## src/rtl/dbgm_pkg.sv

```systemverilog
package dbgm_pkg;

  typedef enum logic [1:0] {
    DM_OFF  = 2'd0,
    DM_RUN  = 2'd1,
    DM_HALT = 2'd2
  } dm_state_e;

  typedef struct packed {
    logic por;
    logic dbgfrc;
    logic iladdr;
    logic ilop;
    logic wdog;
  } rst_cause_t;

  typedef struct packed {
    logic iladdr;
    logic ilop;
    logic wdog;
  } halt_on_t;

endpackage

```

## src/rtl/dbgm_boot_eval.sv

```systemverilog
module dbgm_boot_eval
  import dbgm_pkg::*;
(
  input  rst_cause_t cause,
  input  halt_on_t   hon,
  input  logic       pin_lvl,
  output logic       boot_halt
);

  localparam int NPAIR = 3;

  logic [NPAIR-1:0] cause_v;
  logic [NPAIR-1:0] flag_v;
  logic [NPAIR-1:0] hit_v;

  assign cause_v = {cause.iladdr, cause.ilop, cause.wdog};
  assign flag_v  = {hon.iladdr, hon.ilop, hon.wdog};

  // each reset cause halts only when paired with its own flag
  for (genvar i = 0; i < NPAIR; i++) begin : g_pair
    assign hit_v[i] = cause_v[i] & flag_v[i];
  end

  // power-on or forced reset with the pin held low boots into halt
  assign boot_halt = ((cause.por | cause.dbgfrc) & ~pin_lvl) | (|hit_v);

endmodule

```

## src/rtl/dbgm_halt_merge.sv

```systemverilog
module dbgm_halt_merge #(
  parameter int                     TRC_W     = 2,
  parameter logic [(1<<TRC_W)-1:0]  OBTR_MASK = 'b1010
) (
  input  logic             halt_insn,
  input  logic             bg_live,
  input  logic             wake_done,
  input  logic             bkpt_halt,
  input  logic             trc_full,
  input  logic [TRC_W-1:0] trc_mode,
  output logic             halt_src
);

  localparam int NMODES = 1 << TRC_W;

  logic [NMODES-1:0] mode_hot;
  logic              trc_halt;

  // one decode slot per recording mode; only obtrusive modes may halt
  for (genvar i = 0; i < NMODES; i++) begin : g_mode
    assign mode_hot[i] = (trc_mode == TRC_W'(i)) & OBTR_MASK[i];
  end

  assign trc_halt = trc_full & (|mode_hot);
  assign halt_src = halt_insn | bg_live | wake_done | bkpt_halt | trc_halt;

endmodule

```

## src/rtl/dbgm_cfg_regs.sv

```systemverilog
module dbgm_cfg_regs (
  input  logic clk,
  input  logic rst_n,
  input  logic boot_load,
  input  logic boot_halt,
  input  logic cfg_wr,
  input  logic cfg_en,
  input  logic cfg_clk,
  output logic en_q,
  output logic clk_q
);

  always_ff @(posedge clk or negedge rst_n) begin
    if (!rst_n) begin
      en_q  <= 1'b0;
      clk_q <= 1'b0;
    end else if (boot_load) begin
      en_q  <= boot_halt;
      clk_q <= boot_halt;
    end else if (cfg_wr) begin
      en_q  <= cfg_en;
      clk_q <= cfg_clk;
    end
  end

  assert_boot_sets_bits_R9: assert property (@(posedge clk) disable iff (!rst_n)
    (boot_load && boot_halt) |=> (en_q && clk_q));

  assert_plain_boot_clears_R11: assert property (@(posedge clk) disable iff (!rst_n)
    (boot_load && !boot_halt) |=> (!en_q && !clk_q));

endmodule

```

## src/rtl/dbg_mode_ctrl.sv

```systemverilog
module dbg_mode_ctrl
  import dbgm_pkg::*;
#(
  parameter int                    TRC_W     = 2,
  parameter logic [(1<<TRC_W)-1:0] OBTR_MASK = 'b1010
) (
  input  logic             clk,
  input  logic             rst_n,
  input  logic             rst_evt,
  input  logic             rc_por,
  input  logic             rc_dbgfrc,
  input  logic             rc_iladdr,
  input  logic             rc_ilop,
  input  logic             rc_wdog,
  input  logic             hr_iladdr,
  input  logic             hr_ilop,
  input  logic             hr_wdog,
  input  logic             bgpin_lvl,
  input  logic             cfg_wr,
  input  logic             cfg_dbg_en,
  input  logic             cfg_clk_div2,
  input  logic             ird_sel,
  input  logic             lp_mode,
  input  logic             halt_insn,
  input  logic             bg_cmd,
  input  logic             bkpt_halt,
  input  logic             trc_full,
  input  logic [TRC_W-1:0] trc_mode,
  input  logic             go_cmd,
  output logic [1:0]       mode_state,
  output logic             core_halt,
  output logic             ill_reset,
  output logic             ill_exc,
  output logic             wake_req,
  output logic             dbg_clk_div2,
  output logic             stop_clk_keep
);

  dm_state_e  state_q, state_d;
  rst_cause_t cause;
  halt_on_t   hon;
  logic       boot_halt;
  logic       halt_src;
  logic       bg_live, wake_done;
  logic       wake_q, wake_d;
  logic       clr_en;
  logic       ill_hit;
  logic       ill_rst_q, ill_exc_q;
  logic       en_q, clk_q;

  assign cause = '{por: rc_por, dbgfrc: rc_dbgfrc, iladdr: rc_iladdr,
                   ilop: rc_ilop, wdog: rc_wdog};
  assign hon   = '{iladdr: hr_iladdr, ilop: hr_ilop, wdog: hr_wdog};

  dbgm_boot_eval u_boot (
    .cause     (cause),
    .hon       (hon),
    .pin_lvl   (bgpin_lvl),
    .boot_halt (boot_halt)
  );

  // background command halts directly only when awake
  assign bg_live   = bg_cmd & ~lp_mode;
  assign wake_done = wake_q & ~lp_mode;

  dbgm_halt_merge #(.TRC_W(TRC_W), .OBTR_MASK(OBTR_MASK)) u_merge (
    .halt_insn (halt_insn),
    .bg_live   (bg_live),
    .wake_done (wake_done),
    .bkpt_halt (bkpt_halt),
    .trc_full  (trc_full),
    .trc_mode  (trc_mode),
    .halt_src  (halt_src)
  );

  dbgm_cfg_regs u_cfg (
    .clk       (clk),
    .rst_n     (rst_n),
    .boot_load (rst_evt),
    .boot_halt (boot_halt),
    .cfg_wr    (cfg_wr),
    .cfg_en    (cfg_dbg_en),
    .cfg_clk   (cfg_clk_div2),
    .en_q      (en_q),
    .clk_q     (clk_q)
  );

  assign clr_en = cfg_wr & ~cfg_dbg_en;

  // priority: reset event, then disable write, then per-state events
  always_comb begin
    state_d = state_q;
    if (rst_evt) begin
      state_d = boot_halt ? DM_HALT : DM_OFF;
    end else if (clr_en) begin
      state_d = DM_OFF;
    end else begin
      unique case (state_q)
        DM_OFF:  if (cfg_wr && cfg_dbg_en) state_d = DM_RUN;
        DM_RUN:  if (halt_src)             state_d = DM_HALT;
        DM_HALT: if (go_cmd && !halt_src)  state_d = DM_RUN;
        default: state_d = DM_OFF;
      endcase
    end
  end

  // pending wake lives only while the block stays in run with debug on
  assign wake_d = (state_d == DM_RUN) &
                  ((wake_q & lp_mode) |
                   ((state_q == DM_RUN) & bg_cmd & lp_mode));

  assign ill_hit = (state_q == DM_OFF) & halt_insn & ~rst_evt;

  always_ff @(posedge clk or negedge rst_n) begin
    if (!rst_n) begin
      state_q   <= DM_OFF;
      wake_q    <= 1'b0;
      ill_rst_q <= 1'b0;
      ill_exc_q <= 1'b0;
    end else begin
      state_q   <= state_d;
      wake_q    <= wake_d;
      ill_rst_q <= ill_hit & ~ird_sel;
      ill_exc_q <= ill_hit & ird_sel;
    end
  end

  assign mode_state    = state_q;
  assign core_halt     = (state_q == DM_HALT);
  assign ill_reset     = ill_rst_q;
  assign ill_exc       = ill_exc_q;
  assign wake_req      = wake_q;
  assign dbg_clk_div2  = clk_q;
  assign stop_clk_keep = en_q;

  assert_enable_matches_state_R12: assert property (@(posedge clk) disable iff (!rst_n)
    ((state_q != DM_OFF) == en_q));

  assert_go_resumes_R7: assert property (@(posedge clk) disable iff (!rst_n)
    (state_q == DM_HALT && go_cmd && !halt_insn && !bg_cmd && !bkpt_halt &&
     !trc_full && !rst_evt && !cfg_wr) |=> (state_q == DM_RUN));

  assert_illegal_single_R8: assert property (@(posedge clk) disable iff (!rst_n)
    $onehot0({ill_rst_q, ill_exc_q}));

  assert_illegal_raised_R8: assert property (@(posedge clk) disable iff (!rst_n)
    (state_q == DM_OFF && halt_insn && !rst_evt) |=> (ill_rst_q || ill_exc_q));

  assert_passive_trace_R5: assert property (@(posedge clk) disable iff (!rst_n)
    (state_q == DM_RUN && trc_full && trc_mode == TRC_W'(0) && !halt_insn &&
     !bg_cmd && !bkpt_halt && !wake_q && !rst_evt && !cfg_wr) |=> (state_q == DM_RUN));

  assert_wake_only_in_run_R6: assert property (@(posedge clk) disable iff (!rst_n)
    wake_q |-> (state_q == DM_RUN));

  assert_disable_wins_R3: assert property (@(posedge clk) disable iff (!rst_n)
    (cfg_wr && !cfg_dbg_en && !rst_evt) |=> (state_q == DM_OFF));

  assert_run_halt_entry_R4: assert property (@(posedge clk) disable iff (!rst_n)
    (state_q == DM_RUN && bkpt_halt && !rst_evt && !cfg_wr) |=> core_halt);

endmodule

```

## config.mk

```make
export PLATFORM = sky130hd
export DESIGN_NAME = dbg_mode_ctrl
export DESIGN_NICKNAME = d
export VERILOG_FILES = /design/src/rtl/dbgm_pkg.sv /design/src/rtl/dbgm_boot_eval.sv /design/src/rtl/dbgm_halt_merge.sv /design/src/rtl/dbgm_cfg_regs.sv /design/src/rtl/dbg_mode_ctrl.sv
export SDC_FILE = /design/constraint.sdc
export NUM_CORES = 1
export LEC_CHECK = 0
export CORE_AREA = 2 2 39 41
export DETAILED_ROUTE_END_ITERATION = 10
export DIE_AREA = 0 0 41 43
export GPL_TIMING_DRIVEN = 0
export PLACE_DENSITY_LB_ADDON = 0.3
export SYNTH_ARGS = -nofsm -noshare
export SYNTH_HDL_FRONTEND = slang
export SYNTH_SLANG_ARGS = --single-unit
```

## constraint.sdc

```tcl
create_clock -name clk -period 2.2 [get_ports clk]
set_input_delay 0.66 -clock clk [delete_from_list [all_inputs] [get_ports clk]]
set_output_delay 0.66 -clock clk [all_outputs]
set_load 0.02 [all_outputs]
```

==> impl_metrics.py <==
metrics = {
    "timing": {
        "rsz0062_at_grt": "false",
        "min_period_ps": 2020,
        "period_share": 0.918,
        "fmax_ghz": 0.495,
        "drv_slew": 0,
        "clock_skew_ps": 3.57,
        "tns_ps": 0,
        "finalHoldViolCount": 0,
        "finalSetupViolations": 0,
        "tightest_slew_ps": 310,
        "relSlewSlack": 0.793,
    },
    "synth": {
        "synth.most_common_cell": "dfrtp_1",
        "dominantRegCellSynth": "dfrtp_1",
        "syn_avg_cell_area_um2": 10.3,
        "synthTopCellsByCount": "7 x dfrtp_1, 3 x o21ai_1",
        "synth.area.top_cells": "dfrtp_1 45%, a211o_1 4.5%, o21ai_1 3.8%",
        "synth_edf_count": 0,
        "synth_nets": 62,
        "yosysSeqAreaShare": 0.446,
        "yosysTopAreaCellShare": 0.446,
        "yosysWarnings": 0,
        "synth_area_um2": 393,
        "yosys.area.top_type": "dfrtp_1",
        "ys_types": 24,
        "yosys_register_bits": 7,
        "netlist_instances": 38,
        "async_reset_ff_frac": 1.00,
    },
    "place": {
        "dp_hpwl_um": 905,
        "port_buffers": 30,
        "dp_cells": 84,
        "placed_cell_area_um2": 713,
        "gp_congestion": 0.758,
    },
    "clocking": {
        "cts.sinks": 7,
        "htree_levels": 1,
        "path_clk_slew_ps": 60,
        "clock-root-buffer": "clkbuf_4",
        "post-cts-setup-buffers": 0,
        "insertion_delay_ps": 250,
        "cts_tree": "yes",
        "cts_buffers": 3,
        "cts_buffer_depth": 2,
    },
    "worst_setup_path": {
        "r2r-start": "mode_state[0]",
        "cp_slowest_cell": "clkdlybuf4s50_1",
        "cp_cell_sequence": "clkdlybuf4s50_1",
        "crit_arrival_ps": 1360,
        "crit_start": "mode_state[1]",
        "critPathBufInv": 1,
        "worst_setup_path_start_kind": "register",
        "critical_path_class": "register to output pin",
        "cp-end-kind": "output pin",
        "crit_family": "buffers and inverters",
        "cp.required_ps": 1540,
        "slowest_delay_ps": 650,
        "path_max_fanout": 8,
    },
    "finish": {
        "drive_gt1_frac": 0.0833,
        "areaGrowthSynthToFinish_pct": 88.2,
        "post-route-util": 0.534,
        "final_cells": 88,
        "final_area_um2": 739,
        "nFillCells": 140,
        "nets": 97,
        "n_antenna_cell": 0,
    },
    "global_route": {
        "antenna_found_initial": 0,
        "grt_max_degree": 9,
        "grt_overflow": 0,
        "grt_pass1_wl_um": 1790,
        "grt_usage": 0.153,
        "grt_pass1_vias": 440,
    },
    "detailed_routing": {
        "drc": 0,
        "drt-total-wl_um": 1110,
        "drt_iter0_drc": 6,
        "viasPerCell": 5.06,
        "vias": 445,
        "drtPass1Iterations": 4,
        "ant_nets": 0,
        "avgRoutedWirePerCell_um": 12.6,
    },
    "floorplanning": {
        "dieHeight_um": 43,
        "rows": 14,
        "die_area_um2": 1760,
        "ios": 32,
        "start_util": 0.284,
        "die_x_um": 41,
        "core_um2": 1380,
    },
    "min_path": {
        "min_path_type": "register to register",
        "hold_start": "u_cfg.en_q",
    },
    "power": {
        "irDropWorstVdd_uv": 233,
        "cellPowerDensity_nw_per_um2": 502,
        "leakage_uw": 0.000297,
    },
    "run": {
        "drv_cap": 0,
    },
    "run_status": {
        "status": "finished clean",
    },
}
-- kinds of logic after synthesis --
kind of cell           count (synthesis)  share of synthesized area
AOI/OAI and AO/OA                     13                      0.268
DFF                                    7                      0.446
and+or+nand+nor                       16                      0.252
buffers and inverters                  1                    0.00954
muxes                                  1                     0.0255
-- layout by cell type (no fill, tap or decap), drive strengths merged, types with 2 or more instances in the layout --
master and instances:
nand2b 2, nand3 2, a211o 2, dfrtp 7
nor2 2, nor2b 2, clkdlybuf4s50 29, nand2 2
o21ai 3, clkbuf 3
-- layout make-up --
type / count / area [µm²] / area share
Clock buffer: 3 / 22.5 / 0.0305
Clock inverter: 1 / 5.00 / 0.00677
Multi-Input combinational cell: 30 / 214 / 0.289
Sequential cell: 7 / 175 / 0.237
Tap cell: 16 / 20.0 / 0.0271
Inverter: 1 / 3.75 / 0.00508
Timing Repair Buffer: 30 / 299 / 0.404
-- report_power, final --
group	internal [µW]	switching (µW)	leakage, µW
combinational	65.7	42.8	0.000189
sequential	137	7.70	0.0000898
clock	66.6	51.2	0.0000177
total	269	102	0.000297
-- state kept, by name, indices dropped and copies added (netlist names) --
signal,cells
wake_req,1
u_cfg.en_q,1
ill_reset,1
ill_exc,1
u_cfg.clk_q,1
mode_state,2
-- layer usage --
metal / global-route usage / vias up / wire [µm] / share of wire
met3: 0.0209 / 2 / 71 / 0.064
met5: 0 / - / 0 / 0
met1: 0.162 / 211 / 430 / 0.39
met4: 0.120 / 0 / 14 / 0.013
li1: - / 215 / - / -
met2: 0.250 / 17 / 596 / 0.54
-- repair_timing --
action,in CTS,in global routing
hold buffers,0,0
resized for setup,1,0
endpoints found under the setup margin,1,0
-- stage by stage --
stage / hold WS, ps / setup slack [ps] / power [µW]
global route: 591 / 101 / 391
finish: 515 / 180 / 371
CTS: 521 / 167 / 378
floorplan: 364 / 564 / 187
global placement: 507 / 62.3 / 256
detailed placement: 508 / 49.0 / 258
-- path summary, 6_finish.rpt --
| path | cells after the start | slack, ps | endpoint |
|---|---|---|---|
| worst max-delay path | 1 | 180 | mode_state[1] |
| worst min-delay path | 2 | 520 | u_cfg.en_q |
| worst max register to register | 3 | 830 | wake_req |
| worst min register to register | 2 | 520 | u_cfg.en_q |
| max in group asynchronous | 1 | 1310 | mode_state[0] |
| min in group asynchronous | 1 | 660 | ill_reset |
(Power assumes the default switching activity.)
